### src/rtl/regidx_pkg.sv
// Package: shared constants and types for the indexed register port.
// Assumes two channels whose windows sit PORT_STRIDE bytes apart.
package regidx_pkg;
    localparam int BYTE_W      = 8;
    localparam int NUM_CH      = 2;
    localparam int CH_W        = (NUM_CH > 1) ? $clog2(NUM_CH) : 1;
    localparam int PORT_STRIDE = 8;
    localparam int OFS_INDEX   = 1;
    localparam int OFS_DATA    = 3;

    localparam logic [BYTE_W-1:0] IDX_CTRL     = 8'h01;
    localparam logic [BYTE_W-1:0] IDX_PLL_F    = 8'h02;
    localparam logic [BYTE_W-1:0] IDX_PLL_R    = 8'h03;
    localparam logic [BYTE_W-1:0] IDX_STATUS   = 8'h0b;
    localparam logic [BYTE_W-1:0] IDX_TIM_BASE = 8'h0c;
    localparam logic [BYTE_W-1:0] IDX_CNT_LO   = 8'h20;
    localparam logic [BYTE_W-1:0] IDX_CNT_HI   = 8'h21;

    localparam int DRIVES      = 2;
    localparam int TIM_PER_DRV = 8;
    localparam int NUM_TIM     = DRIVES * TIM_PER_DRV;

    localparam int RUN_BIT   = 6;
    localparam int CABLE_BIT = 2;
    localparam int F_W       = 7;

    localparam int CNT_LO_W  = 8;
    localparam int CNT_HI_W  = 7;
    localparam int CH_CNT_W  = CNT_LO_W + CNT_HI_W;
    localparam int CNT_W     = NUM_CH * CH_CNT_W;

    typedef enum logic [1:0] {
        PORT_NONE  = 2'd0,
        PORT_INDEX = 2'd1,
        PORT_DATA  = 2'd2
    } port_sel_e;
endpackage

### src/rtl/regidx_decode.sv
// Module: regidx_decode
// Splits a bus byte offset into a channel number and a port kind
// (index, data or none). Assumes PORT_STRIDE bytes per channel window.
module regidx_decode
    import regidx_pkg::*;
#(
    parameter int ADDR_W = 4
) (
    input  logic [ADDR_W-1:0] addr,
    output logic [CH_W-1:0]   ch,
    output port_sel_e         sel
);
    // Purpose: derive channel and port kind from the offset.
    always_comb begin
        int unsigned a;
        int unsigned ofs;
        int unsigned chn;
        a   = 32'(addr);
        chn = a / PORT_STRIDE;
        ofs = a % PORT_STRIDE;
        ch  = CH_W'(chn);
        sel = PORT_NONE;
        if (chn < NUM_CH) begin
            if (ofs == OFS_INDEX)     sel = PORT_INDEX;
            else if (ofs == OFS_DATA) sel = PORT_DATA;
        end
    end
endmodule

### src/rtl/regidx_meas_counter.sv
// Module: regidx_meas_counter
// Free-running down counter for clock measurement. It resets to all
// ones and steps down once per tick while run is high. It wraps modulo 2^W.
module regidx_meas_counter #(
    parameter int W = 30
) (
    input  logic         clk,
    input  logic         rst_n,
    input  logic         run,
    input  logic         tick,
    output logic [W-1:0] cnt
);
    localparam logic [W-1:0] ONE = {{(W-1){1'b0}}, 1'b1};

    // Purpose: decrement on gated ticks, hold otherwise.
    always_ff @(posedge clk) begin
        if (!rst_n)           cnt <= '1;
        else if (run && tick) cnt <= cnt - ONE;
    end

    AST_CNT_FROZEN: assert property (@(posedge clk) disable iff (!rst_n)
        !run |=> $stable(cnt));
    AST_CNT_STEP: assert property (@(posedge clk) disable iff (!rst_n)
        (run && tick) |=> (cnt == $past(cnt) - ONE));
endmodule

### src/rtl/regidx_channel.sv
// Module: regidx_channel
// One channel's index register and the registers it selects: control,
// status, per-drive timing and, optionally, the PLL dividers and the
// run bit. Assumes single-cycle write strobes already decoded per port.
module regidx_channel
    import regidx_pkg::*;
#(
    parameter bit HAS_PLL  = 1'b0,
    parameter bit OWNS_RUN = 1'b0
) (
    input  logic                clk,
    input  logic                rst_n,
    input  logic                idx_we,
    input  logic                data_we,
    input  logic [BYTE_W-1:0]   wdata,
    input  logic                cable_40w,
    input  logic [CNT_LO_W-1:0] cnt_lo,
    input  logic [CNT_HI_W-1:0] cnt_hi,
    output logic [BYTE_W-1:0]   idx_q,
    output logic [BYTE_W-1:0]   rd_val,
    output logic                run,
    output logic [F_W-1:0]      pll_f,
    output logic [BYTE_W-1:0]   pll_r
);
    localparam int TIM_AW = $clog2(NUM_TIM);

    logic [BYTE_W-1:0] ctrl_q;
    logic [BYTE_W-1:0] tim_q [NUM_TIM];
    logic [BYTE_W-1:0] tim_off;
    logic              tim_hit;
    logic [TIM_AW-1:0] tim_sel;

    // Purpose: locate the index within the timing register bank.
    always_comb begin
        tim_off = idx_q - IDX_TIM_BASE;
        tim_hit = (idx_q >= IDX_TIM_BASE) && (tim_off[BYTE_W-1:TIM_AW] == '0);
        tim_sel = tim_off[TIM_AW-1:0];
    end

    // Purpose: index register, loaded by index-port writes.
    always_ff @(posedge clk) begin
        if (!rst_n)      idx_q <= '0;
        else if (idx_we) idx_q <= wdata;
    end

    // Purpose: control byte, all bits plain read/write.
    always_ff @(posedge clk) begin
        if (!rst_n)                            ctrl_q <= '0;
        else if (data_we && idx_q == IDX_CTRL) ctrl_q <= wdata;
    end

    // Purpose: per-drive timing bytes.
    always_ff @(posedge clk) begin
        if (!rst_n) begin
            for (int i = 0; i < NUM_TIM; i++) tim_q[i] <= '0;
        end else if (data_we && tim_hit) begin
            tim_q[tim_sel] <= wdata;
        end
    end

    generate
        if (HAS_PLL) begin : g_pll
            logic [F_W-1:0]    f_q;
            logic [BYTE_W-1:0] r_q;
            // Purpose: PLL divider registers.
            always_ff @(posedge clk) begin
                if (!rst_n) begin
                    f_q <= '0;
                    r_q <= '0;
                end else if (data_we) begin
                    if (idx_q == IDX_PLL_F) f_q <= wdata[F_W-1:0];
                    if (idx_q == IDX_PLL_R) r_q <= wdata;
                end
            end
            assign pll_f = f_q;
            assign pll_r = r_q;
        end else begin : g_no_pll
            assign pll_f = '0;
            assign pll_r = '0;
        end

        if (OWNS_RUN) begin : g_run
            assign run = ctrl_q[RUN_BIT];
        end else begin : g_no_run
            assign run = 1'b0;
        end
    endgenerate

    // Purpose: read value of the register the index selects.
    always_comb begin
        rd_val = '0;
        if (idx_q == IDX_CTRL) begin
            rd_val = ctrl_q;
        end else if (HAS_PLL && idx_q == IDX_PLL_F) begin
            rd_val = {{(BYTE_W-F_W){1'b0}}, pll_f};
        end else if (HAS_PLL && idx_q == IDX_PLL_R) begin
            rd_val = pll_r;
        end else if (idx_q == IDX_STATUS) begin
            rd_val[CABLE_BIT] = cable_40w;
        end else if (tim_hit) begin
            rd_val = tim_q[tim_sel];
        end else if (idx_q == IDX_CNT_LO) begin
            rd_val = cnt_lo;
        end else if (idx_q == IDX_CNT_HI) begin
            rd_val = {{(BYTE_W-CNT_HI_W){1'b0}}, cnt_hi};
        end
    end

    AST_IDX_HOLD: assert property (@(posedge clk) disable iff (!rst_n)
        !idx_we |=> $stable(idx_q));
    AST_CTRL_GUARD: assert property (@(posedge clk) disable iff (!rst_n)
        (data_we && idx_q != IDX_CTRL) |=> $stable(ctrl_q));
    AST_STATUS_FORM: assert property (@(posedge clk) disable iff (!rst_n)
        (idx_q == IDX_STATUS) |-> (rd_val[7:3] == '0 && rd_val[1:0] == '0));
endmodule

### src/rtl/regidx_port.sv
// Module: regidx_port (top)
// Decodes the host bus into the per-channel index/data ports. It holds
// the measurement counter and spreads it in slices over the channels,
// and it registers the read data. Assumes at most one strobe per cycle.
module regidx_port
    import regidx_pkg::*;
#(
    parameter int ADDR_W = 4
) (
    input  logic              clk,
    input  logic              rst_n,
    input  logic [ADDR_W-1:0] bus_addr,
    input  logic              bus_wr,
    input  logic              bus_rd,
    input  logic [7:0]        bus_wdata,
    output logic [7:0]        bus_rdata,
    input  logic              cnt_tick,
    input  logic [NUM_CH-1:0] cable_40w,
    output logic [F_W-1:0]    pll_fb_div,
    output logic [7:0]        pll_ref_div
);
    logic [CH_W-1:0]   dec_ch;
    port_sel_e         dec_sel;
    logic [CNT_W-1:0]  cnt;
    logic              meas_run;
    logic [BYTE_W-1:0] idx_arr  [NUM_CH];
    logic [BYTE_W-1:0] rd_arr   [NUM_CH];
    logic              run_arr  [NUM_CH];
    logic [F_W-1:0]    f_arr    [NUM_CH];
    logic [BYTE_W-1:0] r_arr    [NUM_CH];

    regidx_decode #(.ADDR_W(ADDR_W)) u_dec (
        .addr (bus_addr),
        .ch   (dec_ch),
        .sel  (dec_sel)
    );

    regidx_meas_counter #(.W(CNT_W)) u_cnt (
        .clk   (clk),
        .rst_n (rst_n),
        .run   (meas_run),
        .tick  (cnt_tick),
        .cnt   (cnt)
    );

    generate
        for (genvar g = 0; g < NUM_CH; g++) begin : g_ch
            logic idx_we;
            logic data_we;
            assign idx_we  = bus_wr && (dec_ch == CH_W'(g)) && (dec_sel == PORT_INDEX);
            assign data_we = bus_wr && (dec_ch == CH_W'(g)) && (dec_sel == PORT_DATA);

            regidx_channel #(
                .HAS_PLL  (g == NUM_CH - 1),
                .OWNS_RUN (g == 0)
            ) u_chan (
                .clk       (clk),
                .rst_n     (rst_n),
                .idx_we    (idx_we),
                .data_we   (data_we),
                .wdata     (bus_wdata),
                .cable_40w (cable_40w[g]),
                .cnt_lo    (cnt[g*CH_CNT_W +: CNT_LO_W]),
                .cnt_hi    (cnt[g*CH_CNT_W + CNT_LO_W +: CNT_HI_W]),
                .idx_q     (idx_arr[g]),
                .rd_val    (rd_arr[g]),
                .run       (run_arr[g]),
                .pll_f     (f_arr[g]),
                .pll_r     (r_arr[g])
            );
        end
    endgenerate

    // Purpose: merge per-channel outputs; channels without a function drive 0.
    always_comb begin
        meas_run    = 1'b0;
        pll_fb_div  = '0;
        pll_ref_div = '0;
        for (int i = 0; i < NUM_CH; i++) begin
            meas_run    = meas_run | run_arr[i];
            pll_fb_div  = pll_fb_div | f_arr[i];
            pll_ref_div = pll_ref_div | r_arr[i];
        end
    end

    // Purpose: registered read data, held between reads.
    always_ff @(posedge clk) begin
        if (!rst_n) begin
            bus_rdata <= '0;
        end else if (bus_rd) begin
            unique case (dec_sel)
                PORT_INDEX: bus_rdata <= idx_arr[dec_ch];
                PORT_DATA:  bus_rdata <= rd_arr[dec_ch];
                default:    bus_rdata <= '0;
            endcase
        end
    end

    AST_RDATA_HOLD: assert property (@(posedge clk) disable iff (!rst_n)
        !bus_rd |=> $stable(bus_rdata));
    AST_NONE_READS_ZERO: assert property (@(posedge clk) disable iff (!rst_n)
        (bus_rd && dec_sel == PORT_NONE) |=> (bus_rdata == '0));
    AST_HI_SLICE_MSB: assert property (@(posedge clk) disable iff (!rst_n)
        (bus_rd && dec_sel == PORT_DATA && idx_arr[dec_ch] == IDX_CNT_HI)
        |=> (bus_rdata[7] == 1'b0));
endmodule

### config.mk
export PLATFORM = sky130hd
export DESIGN_NAME = regidx_port
export DESIGN_NICKNAME = d
export VERILOG_FILES = /design/src/rtl/regidx_pkg.sv /design/src/rtl/regidx_decode.sv /design/src/rtl/regidx_meas_counter.sv /design/src/rtl/regidx_channel.sv /design/src/rtl/regidx_port.sv
export SDC_FILE = /design/constraint.sdc
export NUM_CORES = 1
export LEC_CHECK = 0
export ABC_AREA = 1
export ABC_CLOCK_PERIOD_IN_PS = 3400
export BUFFER_PORTS_ARGS = -buffer_cell sky130_fd_sc_hd__buf_4
export CAP_MARGIN = 40
export CELL_PAD_IN_SITES_DETAIL_PLACEMENT = 1
export CELL_PAD_IN_SITES_GLOBAL_PLACEMENT = 1
export CORE_AREA = 5 5 220 222
export DETAILED_ROUTE_END_ITERATION = 7
export DIE_AREA = 0 0 225 227
export GPL_TIMING_DRIVEN = 0
export HOLD_SLACK_MARGIN = 0.08
export PLACE_DENSITY_LB_ADDON = 0.1
export REMOVE_ABC_BUFFERS = 1
export SLEW_MARGIN = 20
export SYNTH_ARGS = -nofsm -noshare
export SYNTH_HDL_FRONTEND = slang
export SYNTH_SLANG_ARGS = --single-unit
### constraint.sdc
create_clock -name clk -period 3.4 [get_ports clk]
set_input_delay 0.51 -clock clk [delete_from_list [all_inputs] [get_ports clk]]
set_output_delay 0.51 -clock clk [all_outputs]
set_load 0.005 [all_outputs]
==> results of run 1 <==
[cell families after synthesis]
logic type      count (synthesis)  synth area share, %
compound gates                309                 10.7
fa+ha+maj                      10                0.786
mux                             1               0.0629
flops                         341                 59.0
simple gates                  916                 23.7
buf+inv                       235                 5.74
[area by class of cell]
| class | instances | area [µm²] | share of cell area, % |
|---|---|---|---|
| Multi-Input combinational cell | 1236 | 5670 | 31.2 |
| Clock inverter | 11 | 75.1 | 0.413 |
| Sequential cell | 341 | 9400 | 51.7 |
| Timing Repair Buffer | 58 | 616 | 3.39 |
| Inverter | 147 | 552 | 3.03 |
| Clock buffer | 57 | 1120 | 6.14 |
| Tap cell | 607 | 759 | 4.18 |
[cells in the final DEF (no fill, tap or decap), drive strengths merged, types with 29 or more instances in the layout]
| master | count |
|---|---|
| a21oi | 113 |
| buf | 58 |
| clkbuf | 57 |
| dfxtp | 85 |
| edfxtp | 256 |
| inv | 145 |
| nand2 | 333 |
| nand3 | 69 |
| nor2 | 432 |
| nor3 | 29 |
| o21ai | 126 |
[what timing repair did]
| action | in CTS | in global routing |
|---|---|---|
| pin swaps | 0 | 0 |
| cloned | 0 | 0 |
| buffers inserted | 0 | 0 |
| resized for setup | 8 | 11 |
| setup endpoints to repair | 248 | 141 |
[registers in the layout, indices dropped and copies added, names as in the netlist]
name and cells:
bus_rdata 8, g_ch.u_chan.ctrl_q 16, g_ch.u_chan.idx_q 16, g_ch.u_chan.pll_f 7, g_ch.u_chan.pll_r 8, g_ch.u_chan.tim_q 256
u_cnt.cnt 30
[synthesized netlist by cell type (all sizes together)]
| master | count |
|---|---|
| a21boi | 1 |
| o21ai | 126 |
| nor4 | 3 |
| inv | 144 |
| clkbuf | 62 |
| dfxtp | 85 |
| buf | 26 |
| mux2i | 1 |
| a21o | 2 |
| clkinv | 3 |
| a21oi | 113 |
| a31oi | 11 |
| nor3 | 29 |
| o31ai | 2 |
| nor2 | 432 |
| o211ai | 12 |
| and3 | 1 |
| nand3b | 18 |
| nand4 | 12 |
| a41oi | 1 |
| o22a | 5 |
| ha | 10 |
| o22ai | 24 |
| a221o | 1 |
| nand3 | 69 |
| o21a | 4 |
| or2 | 19 |
| o2111ai | 7 |
| nand2 | 333 |
| edfxtp | 256 |
[per-stage QoR]
| step | total power (µW) | TNS [ps] | instance area [µm²] |
|---|---|---|---|
| 2_1_floorplan | 4940 | 0 | 15600 |
| 3_3_place_gp | 5190 | -231110 | 16600 |
| 3_5_place_dp | 5240 | -57990 | 16900 |
| 4_1_cts | 9290 | 0 | 18200 |
| 5_1_grt | 9510 | -944 | 18200 |
| 6_report | 9190 | 0 | 18200 |
[worst max-delay path, cell delays in order, from the launching register on]
cell	delay (ps)
sky130_fd_sc_hd__dfxtp_2	580
sky130_fd_sc_hd__ha_1	280
sky130_fd_sc_hd__nand2_1	110
sky130_fd_sc_hd__a21oi_4	410
sky130_fd_sc_hd__nand4_1	360
sky130_fd_sc_hd__nor2_1	420
sky130_fd_sc_hd__nand2_1	310
sky130_fd_sc_hd__nand2_1	390
[how the worst max path moves through the flow]
stage | from | end | depth (start not counted)
2_1_floorplan | g_ch[0].u_chan.idx_q[0] | g_ch[0].u_chan.ctrl_q[6] | 7
3_3_place_gp | g_ch[0].u_chan.idx_q[0] | g_ch[0].u_chan.ctrl_q[6] | 7
3_5_place_dp | g_ch[0].u_chan.idx_q[2] | g_ch[0].u_chan.tim_q[3][2] | 7
4_1_cts | g_ch[1].u_chan.idx_q[0] | bus_rdata[5] | 13
5_1_grt | g_ch[0].u_chan.idx_q[2] | g_ch[0].u_chan.tim_q[13][0] | 7
6_report | g_ch[0].u_chan.idx_q[2] | g_ch[0].u_chan.tim_q[13][6] | 7
[report_power, final]
group | total [µW] | leakage [µW] | switching (µW) | internal [µW]
clock | 4040 | 0.000580 | 1760 | 2280
combinational | 524 | 0.00333 | 388 | 136
sequential | 4620 | 0.00333 | 48.0 | 4570
total | 9190 | 0.00725 | 2200 | 6990
[layer usage]
| metal | part of all wire [%] | vias up | global-route usage (%) |
|---|---|---|---|
| met3 | 4.2 | 53 | 2.82 |
| met2 | 47 | 227 | 33.8 |
| met1 | 48 | 6319 | 28.7 |
| li1 | - | 6102 | - |
| met4 | 1.6 | 0 | 4.28 |
| met5 | 0 | - | 0 |
==> results.cfg, run 1 <==
[job]
timing.max_cap.violations = 0

[timing]
setup_viol = 0
holdWs_ps = 273
max_freq_mhz = 313
finalWorstPathRequiredPeriod_ps = 3200
finalWorstSetupSlack_ps = 202
final_worst_path_period_share_pct = 94.1
finClkSkew_ps = 23.8
rsz0062_at_grt = yes
slew_viol_final = 0
hold_violations = 0
relSlewSlack_pct = 44.5
worst_slew_pin_slew_ps = 829

[setup_path]
worst_ep_required_time_ps = 3630
timing.critical_path.to_type = flip-flop
cp.arrival_ps = 3430
crit_fanout = 19
reg2reg_depth = 7
critPathLaunchType = flip-flop
timing.setup.critical_path_class = flip-flop to flip-flop
r2r_start = g_ch[0].u_chan.idx_q[2]
rrSetupSlack_ps = 200
r2r_end = g_ch[0].u_chan.tim_q[13][6]

[cts]
tritoncts = done
ctsRootBufferMaster = sky130_fd_sc_hd__clkbuf_16
h_tree_depth_reported_by_cts = 2
clock_path_buffers = 3
cts.sink_count = 341
post_cts_hold_buffer_count = 0
tritoncts.num_buffers = 41
clkLatencyLatePin_ps = 580
cts.clk_slew.worst_paths_ps = 60

[floorplanning]
core_region_area_mm2 = 0.0462
die-area_mm2 = 0.0511
row_count = 79
initial_cell_density_of_the_core_pct = 34.5
top_level_ports = 42
floorplan.die.width_um = 225
die_height_um = 227

[place]
place_hpwl_um = 35800
portBuffers = 41
placed_cells_incl_taps = 2389
dp_slack_ps = -416
gp_congestion = 0.828

[synthesis]
synthCells = 1812
synthTopCellsByArea = sky130_fd_sc_hd__edfxtp_1, sky130_fd_sc_hd__dfxtp_1, sky130_fd_sc_hd__nor2_1, sky130_fd_sc_hd__nand2_1, sky130_fd_sc_hd__o21ai_0
netlist-cell-type-count = 41
avg_synthesized_cell_area_um2 = 8.79
synth-seq-area-share_pct = 59.0
yosys.area.top_type_share_pct = 48.3
netlist.top_cell.by_area = sky130_fd_sc_hd__edfxtp_1
ys_ff_latch = 341
synth.cell_area_mm2 = 0.0159
number_of_synthesis_warnings = 0

[route]
antenna_left = 0
number_of_vias_in_the_routed_layout = 12700
drt-vias-per-instance = 5.17
detailedRoute.firstPassIterationCount = 5
drtIter0Drc = 898
avgRoutedWirePerCell_um = 21.4
drt_wl_total_um = 52600
detail_route.drc_violations = 0

[final_layout]
n_fill_cell = 5296
post_route_core_utilization_pct = 39.4
nNetsFinal = 1854
area.growth.synth_to_final_pct = 14.2
drive_above_1_share_pct = 9.57
layout.cells.non_filler = 2457
antenna-diode-count = 0

[global_routing]
grt_antenna_before_repair = 0
grt_remaining_overflow = 0
largest_net_degree_at_the_start_of_global_routing = 91
grt_pass1_wl_um = 79500
track_usage_pct = 20.4
first_global_vias = 13100

[outcome]
outcome = finished, final reports clean

[power_and_ir_drop]
static-leakage-power_uw = 0.00725
powerDensity_mw_per_mm2 = 505
irDropWorstVdd_uv = 414

[hold_path]
hold_depth = 3
hold_path.class = input pin to flip-flop
holdPathEnd = g_ch[0].u_chan.idx_q[3]
min-delay-start = bus_wdata[3]
Power figures use the tool's default switching activity.
==> inputs of run 2 (changes only) <==
--- a/config.mk
+++ b/config.mk
@@ -6,7 +6,7 @@
 export NUM_CORES = 1
 export LEC_CHECK = 0
 export ABC_AREA = 1
-export ABC_CLOCK_PERIOD_IN_PS = 3400
+export ABC_CLOCK_PERIOD_IN_PS = 3690
 export BUFFER_PORTS_ARGS = -buffer_cell sky130_fd_sc_hd__buf_4
 export CAP_MARGIN = 40
 export CELL_PAD_IN_SITES_DETAIL_PLACEMENT = 1
==> constraint.sdc (replaced) <==
create_clock -name clk -period 3.69 [get_ports clk]
set_input_delay 0.5535 -clock clk [delete_from_list [all_inputs] [get_ports clk]]
set_output_delay 0.5535 -clock clk [all_outputs]
set_load 0.005 [all_outputs]
==> run 2 against run 1 <==
Against the previous run: first-iteration DRC count is 0.56% higher; sequential power down 7.8%; register-to-register slack improved by 50 ps; routed wire length up 0.11%; critical path type unchanged; largest cell class unchanged.
==> results.cfg, run 2 (same netlist as run 1, synthesis figures left out) <==
[outcome]
outcome = finished, final reports clean

[timing]
finalWorstSetupSlack_ps = 249
final_worst_path_period_share_pct = 93.3
slew_viol_final = 0
finalWorstPathRequiredPeriod_ps = 3440
relSlewSlack_pct = 44.2
worst_slew_pin_slew_ps = 834
rsz0062_at_grt = no
hold_violations = 0
max_freq_mhz = 291
setup_viol = 0
finClkSkew_ps = 23.2

[setup_path]
cp_slowest_cell = sky130_fd_sc_hd__dfxtp_1
critical_path.max_stage_delay_ps = 840
cp_common_cell = sky130_fd_sc_hd__nand2_1
timing.setup.critical_path_class = flip-flop to flip-flop
cp.arrival_ps = 3930
worst_ep_required_time_ps = 4180
crit_fanout = 13
critPathLaunchType = flip-flop
cp_top_family = simple AND/OR/NAND/NOR gates
path_cells = inv_1, nand2_1, o21ai_0, o21ai_0, nand3_1, nand3_1, nand2_1, a21oi_1, nand2_1, a21oi_1
timing.critical_path.to_type = flip-flop
cp.buffers_inverters = 1

[route]
top_layer = met4
met3_length_um = 2450
drtIter0Drc = 903
detail_route.drc_violations = 0
met2_wirelength_um = 24600
drt_wl_total_um = 52700
detail_route.wirelength.met1_um = 24800
number_of_vias_in_the_routed_layout = 12700
avgRoutedWirePerCell_um = 21.4
drt-vias-per-instance = 5.17
antenna_left = 0
detailedRoute.firstPassIterationCount = 5

[power_and_ir_drop]
static-leakage-power_uw = 0.00725
power.net_switching_uw = 2030
power.sequential.fraction_pct = 50.3
irDropWorstVdd_uv = 383
powerDensity_mw_per_mm2 = 467
clockPowerShare_pct = 44.0
cellInternalPower_uw = 6440
sw_frac_of_total_pct = 24.0
power.combinational.fraction_pct = 5.7

[final_layout]
area.growth.synth_to_final_pct = 14.0
nNetsFinal = 1855
largest-register = g_ch.u_chan.tim_q
largest_register_ffs = 256
layout_top_registers = g_ch.u_chan.tim_q: 256 flops, u_cnt.cnt: 30 flops
layout_commonest_cell = sky130_fd_sc_hd__nor2_1
n_fill_cell = 5295
drive_above_1_share_pct = 8.86
antenna-diode-count = 0
layout.cells.non_filler = 2458
final_cell_mix = sky130_fd_sc_hd__nor2_1, sky130_fd_sc_hd__nand2_1, sky130_fd_sc_hd__edfxtp_1
final_area_mm2 = 0.0182

[cts]
cts.clk_slew.worst_paths_ps = 60
tritoncts.num_buffers = 41
clock_path_buffers = 3
cts.sink_count = 341
ctsRootBufferMaster = sky130_fd_sc_hd__clkbuf_16
tritoncts = done
h_tree_depth_reported_by_cts = 2
clkLatencyLatePin_ps = 580
postCtsSetupRepairBufs = 0

[floorplanning]
die_height_um = 227
core_region_area_mm2 = 0.0462
floorplan.die.width_um = 225
row_count = 79
initial_cell_density_of_the_core_pct = 34.5
top_level_ports = 42
die-area_mm2 = 0.0511

[place]
dp_slack_ps = -126
cell_area_reported_after_detailed_placement_mm2 = 0.0169
placed_cells_incl_taps = 2389
place_hpwl_um = 35800
portBuffers = 41
gp_congestion = 0.828

[global_routing]
grt_remaining_overflow = 0
first_global_vias = 13100
grt_antenna_before_repair = 0
largest_net_degree_at_the_start_of_global_routing = 91
grt_pass1_wl_um = 79500
track_usage_pct = 20.3

[job]
timing.max_cap.violations = 0

[hold_path]
hold_path.class = input pin to flip-flop
==> run 2: cell type report <==
type | count | area, µm² | area share [%]
Clock buffer | 57 | 1120 | 6.15
Clock inverter | 11 | 75.1 | 0.413
Multi-Input combinational cell | 1236 | 5640 | 31.1
Inverter | 147 | 552 | 3.04
Timing Repair Buffer | 59 | 623 | 3.43
Sequential cell | 341 | 9390 | 51.7
Tap cell | 607 | 759 | 4.18
==> run 2: through the flow <==
| step | total power, µW | setup TNS, ps | util (%) | hold slack, ps |
|---|---|---|---|---|
| floorplan | 4550 | 0 | - | 443 |
| global placement | 4780 | -123270 | 36.0 | 454 |
| detailed placement | 4820 | -4540 | 36.7 | 492 |
| CTS | 8560 | 0 | 39.3 | 285 |
| global route | 8760 | 0 | 39.3 | 316 |
| finish | 8470 | 0 | 39.3 | 316 |
==> run 2: worst register-to-register path, cell delays in order (launching register included) <==
cell                      delay [ps]
sky130_fd_sc_hd__dfxtp_1         840
sky130_fd_sc_hd__inv_1           520
sky130_fd_sc_hd__nand2_1         640
sky130_fd_sc_hd__o21ai_0         240
sky130_fd_sc_hd__o21ai_0         340
sky130_fd_sc_hd__nand3_1         170
sky130_fd_sc_hd__nand3_1         120
sky130_fd_sc_hd__nand2_1          60
sky130_fd_sc_hd__a21oi_1         210
sky130_fd_sc_hd__nand2_1          90
sky130_fd_sc_hd__a21oi_1         130
==> run 2: what timing repair did <==
action	in CTS	in global routing
setup endpoints to repair	58	139
gates resized for setup	2	3
hold endpoints to repair	0	0
pin swaps	0	0
hold buffers	0	0
==> run 2: path summary, 6_finish.rpt <==
kind	from	slack, ps	cells after the start	endpoint
max	g_ch[0].u_chan.idx_q[1]	250	10	bus_rdata[1]
min	bus_wdata[3]	320	3	g_ch[0].u_chan.idx_q[3]
max reg2reg	g_ch[0].u_chan.idx_q[1]	250	10	bus_rdata[1]
min reg2reg	u_cnt.cnt[29]	520	1	u_cnt.cnt[29]
==> run 2: power by group through the flow <==
stage	Sequential [µW]	Combinational [µW]	Clock, µW
5_1_grt	4270	527	3970
3_3_place_gp	4340	448	0
3_5_place_dp	4340	485	0
6_report	4260	481	3730
2_1_floorplan	4320	236	0
4_1_cts	4260	487	3820
==> run 2: per-layer routing <==
metal,track usage (%),vias up
met5,0,-
met2,33.8,238
li1,-,6100
met4,4.28,0
met1,28.8,6320
met3,2.82,53
==> inputs of run 3 (changes only) <==
--- a/config.mk
+++ b/config.mk
@@ -12,6 +12,7 @@
 export CELL_PAD_IN_SITES_DETAIL_PLACEMENT = 1
 export CELL_PAD_IN_SITES_GLOBAL_PLACEMENT = 1
 export CORE_AREA = 5 5 220 222
+export CTS_BUF_LIST = sky130_fd_sc_hd__clkbuf_8
 export DETAILED_ROUTE_END_ITERATION = 7
 export DIE_AREA = 0 0 225 227
 export GPL_TIMING_DRIVEN = 0
==> constraint.sdc (replaced) <==
create_clock -name clk -period 3.69 [get_ports clk]
set_input_delay 0.5535 -clock clk [delete_from_list [all_inputs] [get_ports clk]]
set_output_delay 0.5535 -clock clk [all_outputs]
set_load 0.02 [all_outputs]
==> run 3 against run 2 <==
Against the previous run: final area stayed put; critical path depth is 4 higher; first-iteration DRC count is 2.2% higher; routed wire length is 0.37% higher; clock skew is 7.0 ps higher.
==> results.cfg, run 3 (same netlist as run 1, synthesis figures left out) <==
[outcome]
outcome = finished, final reports clean

[timing]
relSlewSlack_pct = 43.9
holdWs_ps = 255
max_freq_mhz = 296
rsz0062_at_grt = no
final_worst_path_period_share_pct = 91.5
finalWorstSetupSlack_ps = 312
hold_violations = 0
setup_viol = 0
finalWorstPathRequiredPeriod_ps = 3380
worst_slew_pin_slew_ps = 838
finClkSkew_ps = 30.2
slew_viol_final = 0

[floorplanning]
top_level_ports = 42
floorplan.die.width_um = 225
row_count = 79
die_height_um = 227
core_region_area_mm2 = 0.0462
die-area_mm2 = 0.0511
initial_cell_density_of_the_core_pct = 34.5

[setup_path]
crit_start = g_ch[0].u_chan.idx_q[1]
cp_top_family = simple AND/OR/NAND/NOR gates
timing.setup.critical_path_class = flip-flop to flip-flop
critical_path.max_stage_delay_ps = 850
crit_fanout = 13
cp.buffers_inverters = 4
cp_slowest_cell = sky130_fd_sc_hd__dfxtp_1
worst_ep_required_time_ps = 4210
timing.critical_path.to_type = flip-flop
r2r_start = g_ch[0].u_chan.idx_q[1]
cp_common_cell = sky130_fd_sc_hd__nand2_1
critPathLaunchType = flip-flop
path_cells = nand2_1, buf_8, inv_1, nand4_1, inv_1, nor2_1, inv_1, a21oi_1, nand2_1, nand2_1, nand2_1, nand2_1, nand2_1, a21oi_1
cp.arrival_ps = 3890

[route]
avgRoutedWirePerCell_um = 21.2
detailedRoute.firstPassIterationCount = 5
number_of_vias_in_the_routed_layout = 12900
drtIter0Drc = 923
drt_wl_total_um = 52900
drt-vias-per-instance = 5.15
antenna_left = 0
detail_route.drc_violations = 0

[cts]
ctsRootBufferMaster = sky130_fd_sc_hd__clkbuf_8
h_tree_depth_reported_by_cts = 3
clkLatencyLatePin_ps = 640
tritoncts = done
cts.clk_slew.worst_paths_ps = 50
cts.sink_count = 341
post_cts_hold_buffer_count = 0
clock_path_buffers = 3
tritoncts.num_buffers = 66

[global_routing]
track_usage_pct = 20.6
grt_antenna_before_repair = 0
grt_remaining_overflow = 0
largest_net_degree_at_the_start_of_global_routing = 91
grt_pass1_wl_um = 80200
first_global_vias = 13400

[final_layout]
area.growth.synth_to_final_pct = 14.0
nNetsFinal = 1880
drive_above_1_share_pct = 10.4
final_cell_mix = sky130_fd_sc_hd__nor2_1, sky130_fd_sc_hd__nand2_1, sky130_fd_sc_hd__edfxtp_1
post_route_core_utilization_pct = 39.3
largest-register = g_ch.u_chan.tim_q
antenna-diode-count = 0
largest_register_ffs = 256
multiInputGateArea_mm2 = 0.00564
layout_commonest_cell = sky130_fd_sc_hd__nor2_1
n_fill_cell = 5344
seqCellArea_mm2 = 0.00939
layout_top_registers = g_ch.u_chan.tim_q: 256 flops, u_cnt.cnt: 30 flops

[place]
dp_slack_ps = -126
place_hpwl_um = 35800
gp_congestion = 0.828
portBuffers = 41

[power_and_ir_drop]
irDropWorstVdd_uv = 216
total_power_uw = 8260
powerDensity_mw_per_mm2 = 455
static-leakage-power_uw = 0.00738

[hold_path]
hold_path.class = input pin to flip-flop
min-delay-start = bus_wdata[1]

[job]
timing.max_cap.violations = 0
==> run 3: changes by cell type in the layout (fill, tap and decap cells not counted), moves of 2 or more <==
cell,change
sky130_fd_sc_hd__clkbuf_1,-13
sky130_fd_sc_hd__clkbuf_16,-41
sky130_fd_sc_hd__clkbuf_8,+74
sky130_fd_sc_hd__clkinv_1,-2
sky130_fd_sc_hd__clkinv_8,-2
sky130_fd_sc_hd__inv_1,+24
==> run 3: per-layer routing <==
layer  share of wire, %  vias to the layer above  track usage [%]  routed length [µm]
met5                  0                        -                0                   0
met4                2.1                        0             5.13                1130
met1                 47                     6370             28.5               24700
li1                   -                     6149                -                   -
met2                 46                      269             33.5               24400
met3                5.1                       93             4.05                2710
==> run 3: timing repair <==
action | CTS | global route
setup endpoints to repair | 65 | 153
gates resized for setup | 2 | 4
setup buffers | 0 | 0
==> run 3: layout make-up <==
class | count | share of cell area, %
sequential | 341 | 51.7
multi-input combinational | 1236 | 31.1
clock buffer | 77 | 5.84
tap | 607 | 4.18
timing repair buffer | 59 | 3.43
inverter | 147 | 3.04
clock inverter | 32 | 0.710
==> run 3: stage by stage <==
| step | setup TNS, ps | instances | instance area [µm²] |
|---|---|---|---|
| floorplan | 0 | 1724 | 15600 |
| detailed placement | -4540 | 2389 | 16900 |
| finish | 0 | 2499 | 18200 |
| global route | 0 | 2499 | 18200 |
| CTS | 0 | 2498 | 18100 |
| global placement | -123270 | 2372 | 16600 |
==> run 3: worst paths after layout <==
kind                                                end  slack [ps]  cells after the start
worst max-delay path                       bus_rdata[6]         310                     14
worst min-delay path            g_ch[0].u_chan.idx_q[1]         250                      3
worst max register to register             bus_rdata[6]         310                     14
worst min register to register             u_cnt.cnt[1]         510                      2
==> run 3: worst min-delay path: stages <==
cell and delay [ps]:
sky130_fd_sc_hd__buf_4 90, sky130_fd_sc_hd__o21ai_0 80, sky130_fd_sc_hd__a21oi_1 110
==> run 3: power by group <==
part	leakage [µW]	switching, µW	total [µW]	internal, µW
logic	0.00334	362	487	125
registers	0.00333	44.3	4260	4220
clock network	0.000702	1640	3510	1870
total	0.00738	2040	8260	6210
